`src/rtl/bim_pkg.sv`:
```
package bim_pkg;
   // which channel the current half of the select clock belongs to
   typedef enum logic {
      SRC_ORDER = 1'b0,
      SRC_VOICE = 1'b1
   } bim_src_e;

   // largest synchroniser depth the block accepts
   localparam int unsigned BIM_MAX_SYNC = 3;
endpackage

```
`src/rtl/bim_edge_tick.sv`:
```
module bim_edge_tick #(
   parameter int unsigned SYNC_STAGES = 2
) (
   input  logic clk,
   input  logic rst_n,
   input  logic sel_raw_i,
   output logic sel_s_o,
   output logic sel_dly_o,
   output logic tick_o
);
   import bim_pkg::*;

   if (SYNC_STAGES > BIM_MAX_SYNC) begin : g_bad_depth
      $error("bim_edge_tick: SYNC_STAGES exceeds BIM_MAX_SYNC");
   end

   if (SYNC_STAGES == 0) begin : g_bypass
      assign sel_s_o = sel_raw_i;
   end else begin : g_sync
      logic [SYNC_STAGES-1:0] stg_q;
      always_ff @(posedge clk) begin
         if (!rst_n) begin
            stg_q <= '0;
         end else begin
            stg_q[0] <= sel_raw_i;
            for (int i = 1; i < int'(SYNC_STAGES); i++) begin
               stg_q[i] <= stg_q[i-1];
            end
         end
      end
      assign sel_s_o = stg_q[SYNC_STAGES-1];
   end

   // one-register delay line; XOR with it marks both edges
   always_ff @(posedge clk) begin
      if (!rst_n) sel_dly_o <= 1'b0;
      else        sel_dly_o <= sel_s_o;
   end

   assign tick_o = sel_s_o ^ sel_dly_o;
endmodule

```
`src/rtl/bim_merge.sv`:
```
module bim_merge (
   input  bim_pkg::bim_src_e phase_i,
   input  logic              voice_i,
   input  logic              voice_ctl_i,
   input  logic              owire_i,
   output logic              merged_o
);
   import bim_pkg::*;

   logic voice_c;
   logic gate_v;
   logic gate_o;

   assign voice_c  = voice_i ^ voice_ctl_i;
   assign gate_v   = voice_c & (phase_i == SRC_VOICE);
   assign gate_o   = owire_i & (phase_i == SRC_ORDER);
   assign merged_o = gate_v | gate_o;
endmodule

```
`src/rtl/bim_retime.sv`:
```
module bim_retime (
   input  logic clk,
   input  logic rst_n,
   input  logic tick_i,
   input  logic d_i,
   input  logic en_i,
   output logic q_o
);
   logic hold_q;

   always_ff @(posedge clk) begin
      if (!rst_n)      hold_q <= 1'b0;
      else if (tick_i) hold_q <= d_i;
   end

   assign q_o = en_i & hold_q;
endmodule

```
`src/rtl/bit_interleave_mux.sv`:
```
module bit_interleave_mux #(
   parameter int unsigned SYNC_STAGES = 2
) (
   input  logic clk,
   input  logic rst_n,
   input  logic sel_clk_i,
   input  logic voice_i,
   input  logic voice_ctl_i,
   input  logic owire_i,
   input  logic out_en_i,
   output logic comp_o
);
   import bim_pkg::*;

   logic     sel_s;
   logic     sel_dly;
   logic     tick;
   logic     merged;
   bim_src_e phase;

   bim_edge_tick #(.SYNC_STAGES(SYNC_STAGES)) u_tick (
      .clk       (clk),
      .rst_n     (rst_n),
      .sel_raw_i (sel_clk_i),
      .sel_s_o   (sel_s),
      .sel_dly_o (sel_dly),
      .tick_o    (tick)
   );

   assign phase = bim_src_e'(sel_s);

   bim_merge u_merge (
      .phase_i     (phase),
      .voice_i     (voice_i),
      .voice_ctl_i (voice_ctl_i),
      .owire_i     (owire_i),
      .merged_o    (merged)
   );

   bim_retime u_rt (
      .clk    (clk),
      .rst_n  (rst_n),
      .tick_i (tick),
      .d_i    (merged),
      .en_i   (out_en_i),
      .q_o    (comp_o)
   );
endmodule

```
`config.mk`:
```
export PLATFORM = sky130hd
export DESIGN_NAME = bit_interleave_mux
export DESIGN_NICKNAME = d
export VERILOG_FILES = /design/src/rtl/bim_pkg.sv /design/src/rtl/bim_edge_tick.sv /design/src/rtl/bim_merge.sv /design/src/rtl/bim_retime.sv /design/src/rtl/bit_interleave_mux.sv
export SDC_FILE = /design/constraint.sdc
export NUM_CORES = 1
export LEC_CHECK = 0
export BUFFER_PORTS_ARGS = -buffer_cell sky130_fd_sc_hd__buf_2
export CORE_AREA = 2 2 39 41
export CTS_CLUSTER_SIZE = 20
export DETAILED_ROUTE_END_ITERATION = 8
export DIE_AREA = 0 0 41 43
export SLEW_MARGIN = 20
export SYNTH_ARGS = -nofsm -noshare
export SYNTH_HDL_FRONTEND = slang
export SYNTH_SLANG_ARGS = --single-unit
```
`constraint.sdc`:
```
create_clock -name clk -period 1.7 [get_ports clk]
set_clock_uncertainty 0.2 [all_clocks]
set_input_delay 0.425 -clock clk [delete_from_list [all_inputs] [get_ports clk]]
set_output_delay 0.425 -clock clk [all_outputs]
set_load 0.02 [all_outputs]
```
==> flow_summary.json, run 1 <==
{
  "rsz0062_at_grt": "false",
  "synth.top_cell.area_share_pct": 54.24,
  "power_density_nw_per_um2": 1039,
  "grt_max_degree": 5,
  "cts_resized": 0,
  "final_layout_size_suffix_gt1_share_pct": 45.83,
  "synth_top_family_by_area": "simple AND/OR/NAND/NOR gates",
  "first_pass_iters": 2,
  "yosysWarningCount": 0,
  "yosys.area_share.adder_pct": 0,
  "max_cap_violations": 0,
  "pwr-share-comb_pct": 7.7,
  "routed_via_density": 3.250,
  "final_common_cell": "buf_2",
  "cts_made_buffers": 3,
  "grtUsageTotal_pct": 4.217,
  "required_ps": 1070,
  "status": "finished, final reports clean",
  "crit_fanout": 2,
  "post-route-min-period_ps": 1425,
  "seqPwrFrac_pct": 43.3,
  "synth_xor_area_share_pct": 11.86,
  "synth_cell_type_count": 8,
  "syn_area_um2": 147.6,
  "max_freq_mhz": 701.5,
  "dpl_cell_area_um2": 202.7,
  "cts_tree": "yes",
  "crit_arrival_ps": 800,
  "cpLargestDelayFamily": "flip-flops",
  "die_w_um": 41,
  "routabilityCongestion": 0.5755,
  "synthSimpleGateAreaFrac_pct": 25.42,
  "yosys-top-cells-area": "dfxtp_1, and2_1, xor2_1",
  "power.internal_uw": 188.6,
  "core-area_um2": 1384,
  "hold_viol": 0,
  "dp_cells": 37,
  "ioPinCount": 8,
  "cts.reportedPaths.clkPinSlew_ps": 40,
  "ir_drop_mv": 0.3098,
  "nFillCells": 157,
  "placementRows": 14,
  "tightest_slew_ps": 177.2,
  "synth.largest_area_cell": "dfxtp_1",
  "grt_pass1_wl_um": 386,
  "slowest_delay_ps": 310,
  "cpMaxStageDelayCell": "dfxtp_1",
  "mostFrequentLayoutCells": "buf_2, dfxtp_1, and2_1, clkbuf_4, xor2_1",
  "hold_path_class": "input port to flop",
  "p_clk_share_pct": 49.0,
  "n_antenna_cell": 0,
  "critPathBufInv": 1,
  "setup_tns_ps": 0,
  "cts.path.max_buffers": 2,
  "detail-route-antenna-nets": 0,
  "layoutNonFillerInstCount": 40,
  "relSlewSlack_pct": 88.11,
  "drt_iter0_markers": 4,
  "hold_buffers": 0,
  "fin_nets": 33,
  "ys_seq_area_share_pct": 54.24,
  "netlist_instances": 14,
  "synth_area_per_cell_um2": 10.55,
  "mappedNetlistNets": 21,
  "start_util_pct": 10.67,
  "critPathCaptureType": "output port",
  "grt_pass1_vias": 101,
  "clkSinkCount": 4,
  "cts-root-buf": "clkbuf_4",
  "routed-via-count": 130,
  "die-area_um2": 1763,
  "postCtsSetupBuffers": 0,
  "wl_per_cell_um": 6.500,
  "p_leak_nw": 0.1068,
  "wirelength_um": 260,
  "overflow": 0,
  "yosys-mux-area-fraction_pct": 0,
  "syn_to_final_growth_pct": 52.54,
  "stdcell_area_um2": 225.2,
  "slew_viol_final": 0,
  "power.switching_uw": 45.41,
  "antenna_found_initial": 0,
  "worstPathCellList": "and2_1 > buf_2",
  "synth-compound-area-share_pct": 8.475,
  "netSwitchingFraction_pct": 19.40,
  "clock_latency_ps": 230,
  "worst_setup_path_start_kind": "flop",
  "ys_ff_latch": 4,
  "die_h_um": 43,
  "cts_max_level": 1,
  "io_buffers": 7,
  "setup_violations": 0,
  "post-route-drc-count": 0,
  "path_class": "flop to output port",
  "fin_crit_sh_pct": 83.85
}
==> sequential cells by signal, indices dropped and copies added, names as in the netlist <==
signal and cells:
u_tick.g_sync.stg_q 2, u_tick.sel_dly_o 1, u_rt.hold_q 1
==> cell type report <==
class / count / area (µm²) / area share [%]
multi-input combinational: 10 / 67.56 / 30.00
tap: 16 / 20.02 / 8.889
sequential: 4 / 80.08 / 35.56
clock buffer: 3 / 22.52 / 10.00
timing repair buffer: 7 / 35.03 / 15.56
==> metal layers <==
metal / vias to the layer above / track usage, % / part of all wire (%) / wire length (µm)
li1: 67 / - / - / -
met1: 57 / 2.572 / 39 / 101
met2: 6 / 5.000 / 48 / 124
met3: 0 / 6.283 / 13 / 34
met4: 0 / 4.000 / 0 / 0
met5: - / 0 / 0 / 0
==> metrics by stage <==
stage / hold WS, ps / power [mW] / worst slack, ps / util (%)
CTS: 198.3 / 0.2429 / 254.9 / 16.27
global route: 215.5 / 0.2538 / 216.2 / 16.27
global placement: 218.1 / 0.1210 / 276.0 / 14.65
finish: 202.8 / 0.2340 / 274.5 / 16.27
detailed placement: 224.7 / 0.1214 / 273.5 / 14.65
floorplan: 211.8 / 0.1115 / 434.4 / -
==> path summary, 6_finish.rpt <==
kind	from	to	slack (ps)	depth (start not counted)
worst max register to register	u_tick.g_sync.stg_q[1]	u_rt.hold_q	680	3
worst max-delay path	u_rt.hold_q	comp_o	270	2
worst min register to register	u_tick.g_sync.stg_q[0]	u_tick.g_sync.stg_q[1]	230	1
worst min-delay path	sel_clk_i	u_tick.g_sync.stg_q[0]	200	2
==> synthesized netlist by cell type (all sizes together) <==
library cell,instances
o21ai,1
xor2,2
dfxtp,4
nor3b,1
and2,4
nor2,1
a211oi,1
==> logic make-up after synthesis <==
| logic type | after synthesis |
|---|---|
| XOR/XNOR | 2 |
| AND/OR/NAND/NOR | 6 |
| flip-flops | 4 |
| AO/OA/AOI/OAI | 2 |
==> power by group through the flow <==
stage / clock network, mW / logic (mW) / registers, mW
after floorplan: 0 / 0.00915 / 0.102
after global placement: 0 / 0.0183 / 0.103
after detailed placement: 0 / 0.0185 / 0.103
after CTS: 0.123 / 0.0186 / 0.101
after global routing: 0.132 / 0.0207 / 0.102
final: 0.115 / 0.0180 / 0.101
No activity file was read; power rests on OpenSTA's default activity.
==> run 2, diff against run 1 <==
--- a/config.mk
+++ b/config.mk
@@ -5,6 +5,7 @@
 export SDC_FILE = /design/constraint.sdc
 export NUM_CORES = 1
 export LEC_CHECK = 0
+export ABC_AREA = 1
 export BUFFER_PORTS_ARGS = -buffer_cell sky130_fd_sc_hd__buf_2
 export CORE_AREA = 2 2 39 41
 export CTS_CLUSTER_SIZE = 20
==> constraint.sdc (replaced) <==
create_clock -name clk -period 1.4 [get_ports clk]
set_clock_uncertainty 0.2 [all_clocks]
set_input_delay 0.35 -clock clk [delete_from_list [all_inputs] [get_ports clk]]
set_output_delay 0.35 -clock clk [all_outputs]
set_load 0.02 [all_outputs]
==> run 2 against run 1 <==
Via count is 40% higher. Cell count is 33% higher. Sequential share of layout area is 3.7 points lower. Wire length is 17% higher. Cell area is 12% higher. Setup slack worse by 210 ps. Power is 25% higher. Synthesized cell count is 93% higher. Hold slack worse by 99 ps. Critical path depth is 1 higher. Critical endpoint unchanged. Largest power group unchanged. Highest routed layer unchanged.
==> flow_summary.json, run 2 <==
{
  "syn_area_um2": 171.4,
  "fin_nets": 46,
  "slowest_delay_ps": 320,
  "fin_crit_sh_pct": 95.30,
  "p_leak_nw": 0.1577,
  "top_register": "u_tick.g_sync.stg_q",
  "status": "finished, final reports clean",
  "ys_seq_area_share_pct": 46.72,
  "largest_reg_flops": 2,
  "hold_buffers": 0,
  "relSlewSlack_pct": 91.94,
  "netlist_instances": 27,
  "yosysMostFrequentCell": "nand2_1",
  "wirelength_um": 304,
  "die_h_um": 43,
  "synth.largest_area_cell": "dfxtp_1",
  "cts_max_level": 1,
  "path_class": "flop to output port",
  "wl_per_cell_um": 5.736,
  "clock_latency_ps": 240,
  "crit_arrival_ps": 780,
  "ioPinCount": 8,
  "yosys-top-cells-area": "dfxtp_1, nand2_1, inv_1",
  "syn_to_final_growth_pct": 46.72,
  "synth_area_per_cell_um2": 6.349,
  "crit_fanout": 2,
  "required_ps": 850,
  "worst_setup_path_start_kind": "flop",
  "cts.reportedPaths.clkPinSlew_ps": 40,
  "rsz0062_at_grt": "false",
  "first_pass_iters": 1,
  "clkSinkCount": 4,
  "max_freq_mhz": 749.5,
  "routed-via-count": 182,
  "dp_cells": 50,
  "grt_pass1_vias": 173,
  "mostFrequentLayoutCells": "nand2_1, inv_1, buf_2",
  "yosys-top-cells-count": "nand2_1, inv_1, dfxtp_1, nand3_1",
  "critPathCaptureType": "output port",
  "post-route-min-period_ps": 1334,
  "mappedNetlistNets": 34,
  "cpMaxStageDelayCell": "dfxtp_1",
  "cts_made_buffers": 3,
  "n_antenna_cell": 0,
  "grtUsageTotal_pct": 4.724,
  "postCtsSetupBuffers": 0,
  "yosysWarningCount": 0,
  "hold_viol": 0,
  "detail-route-antenna-nets": 0,
  "die-area_um2": 1763,
  "synth_cell_type_count": 6,
  "hpwl_um": 245.5,
  "final_util_pct": 18.17,
  "synth_edf_count": 0,
  "cts.path.max_buffers": 2,
  "tightest_slew_ps": 120.7,
  "max_cap_violations": 0,
  "total_power_uw": 291.5,
  "setup_tns_ps": 0,
  "core-area_um2": 1384,
  "largestRegisters": "u_tick.g_sync.stg_q x2, u_rt.hold_q x1, u_tick.sel_dly_o x1",
  "final_common_cell": "nand2_1",
  "synthArstFlopShare_pct": 0,
  "die_w_um": 41,
  "synth.top_cell.area_share_pct": 46.72,
  "cts_resized": 0,
  "routed_via_density": 3.434,
  "ys.flop_type": "dfxtp_1",
  "start_util_pct": 12.39,
  "final_layout_size_suffix_gt1_share_pct": 29.73,
  "cts_tree": "yes",
  "hold_path_class": "input port to flop",
  "grt_pass1_wl_um": 496,
  "routabilityCongestion": 0.6107,
  "worstPathCellList": "nand2_1 > inv_1 > buf_4",
  "placementRows": 14,
  "power_density_nw_per_um2": 1159,
  "grt_max_degree": 5,
  "setup_violations": 0,
  "slew_viol_final": 0,
  "ys_ff_latch": 4,
  "post-route-drc-count": 0,
  "layoutNonFillerInstCount": 53,
  "antenna_found_initial": 0,
  "drt_iter0_markers": 0,
  "cts-root-buf": "clkbuf_4",
  "ir_drop_mv": 0.4363,
  "io_buffers": 7,
  "overflow": 0
}
==> run 2: changes by cell type after synthesis, sizes merged <==
| cell | previous run | this run |
|---|---|---|
| inv | 0 | 9 |
| xor2 | 2 | 0 |
| nand2 | 0 | 9 |
| nand3 | 0 | 4 |
| o21ai | 1 | 0 |
| a211oi | 1 | 0 |
| and2 | 4 | 0 |
| nor3b | 1 | 0 |
==> run 2: final cells by class <==
cell class,count,area [µm²]
clock buffer,3,22.52
fill,156,1132
inverter,9,33.78
multi-input combinational,14,57.56
sequential,4,80.08
tap,16,20.02
timing repair buffer,7,37.54
==> run 2: path summary, 6_finish.rpt <==
check,startpoint,end,slack [ps],depth (start not counted)
max,u_rt.hold_q,comp_o,70,3
min,sel_clk_i,u_tick.g_sync.stg_q[0],100,3
max reg2reg,u_tick.g_sync.stg_q[1],u_rt.hold_q,430,6
min reg2reg,u_tick.g_sync.stg_q[0],u_tick.g_sync.stg_q[1],210,2
==> run 2: worst max-delay path: cells and delay by family, from the launching register on <==
kind	cells	cell delay [ps]
buffers and inverters	2	180
DFF	1	320
and+or+nand+nor	1	50
==> run 2: kinds of logic (layout without fill, tap and decap cells) <==
logic type | count (synthesis) | in the layout | share of synthesized area (%)
and+or+nand+nor | 14 | 14 | 33.57
buffers and inverters | 9 | 19 | 19.71
DFF | 4 | 4 | 46.72
==> run 2: power breakdown <==
part,switching (mW),internal (mW),total (mW)
Sequential,0.00284,0.120,0.122
Combinational,0.0117,0.0123,0.0240
Clock,0.0491,0.0960,0.145
Total,0.0636,0.228,0.291
==> run 2: routing by layer <==
metal,vias up,track usage [%],routed length (µm)
met5,-,0,0
li1,98,-,-
met2,6,7.813,143
met4,0,2.000,0
met1,78,2.258,119
met3,0,6.283,42
==> run 2: metrics by stage <==
step	instance area [µm²]	worst slack [ps]	hold WS (ps)
6_report	251.5	65.81	103.8
5_1_grt	251.5	15.61	100.5
4_1_cts	249.0	30.26	96.79
3_5_place_dp	226.5	176.0	204.6
3_3_place_gp	226.5	182.8	192.1
2_1_floorplan	171.4	328.6	190.0
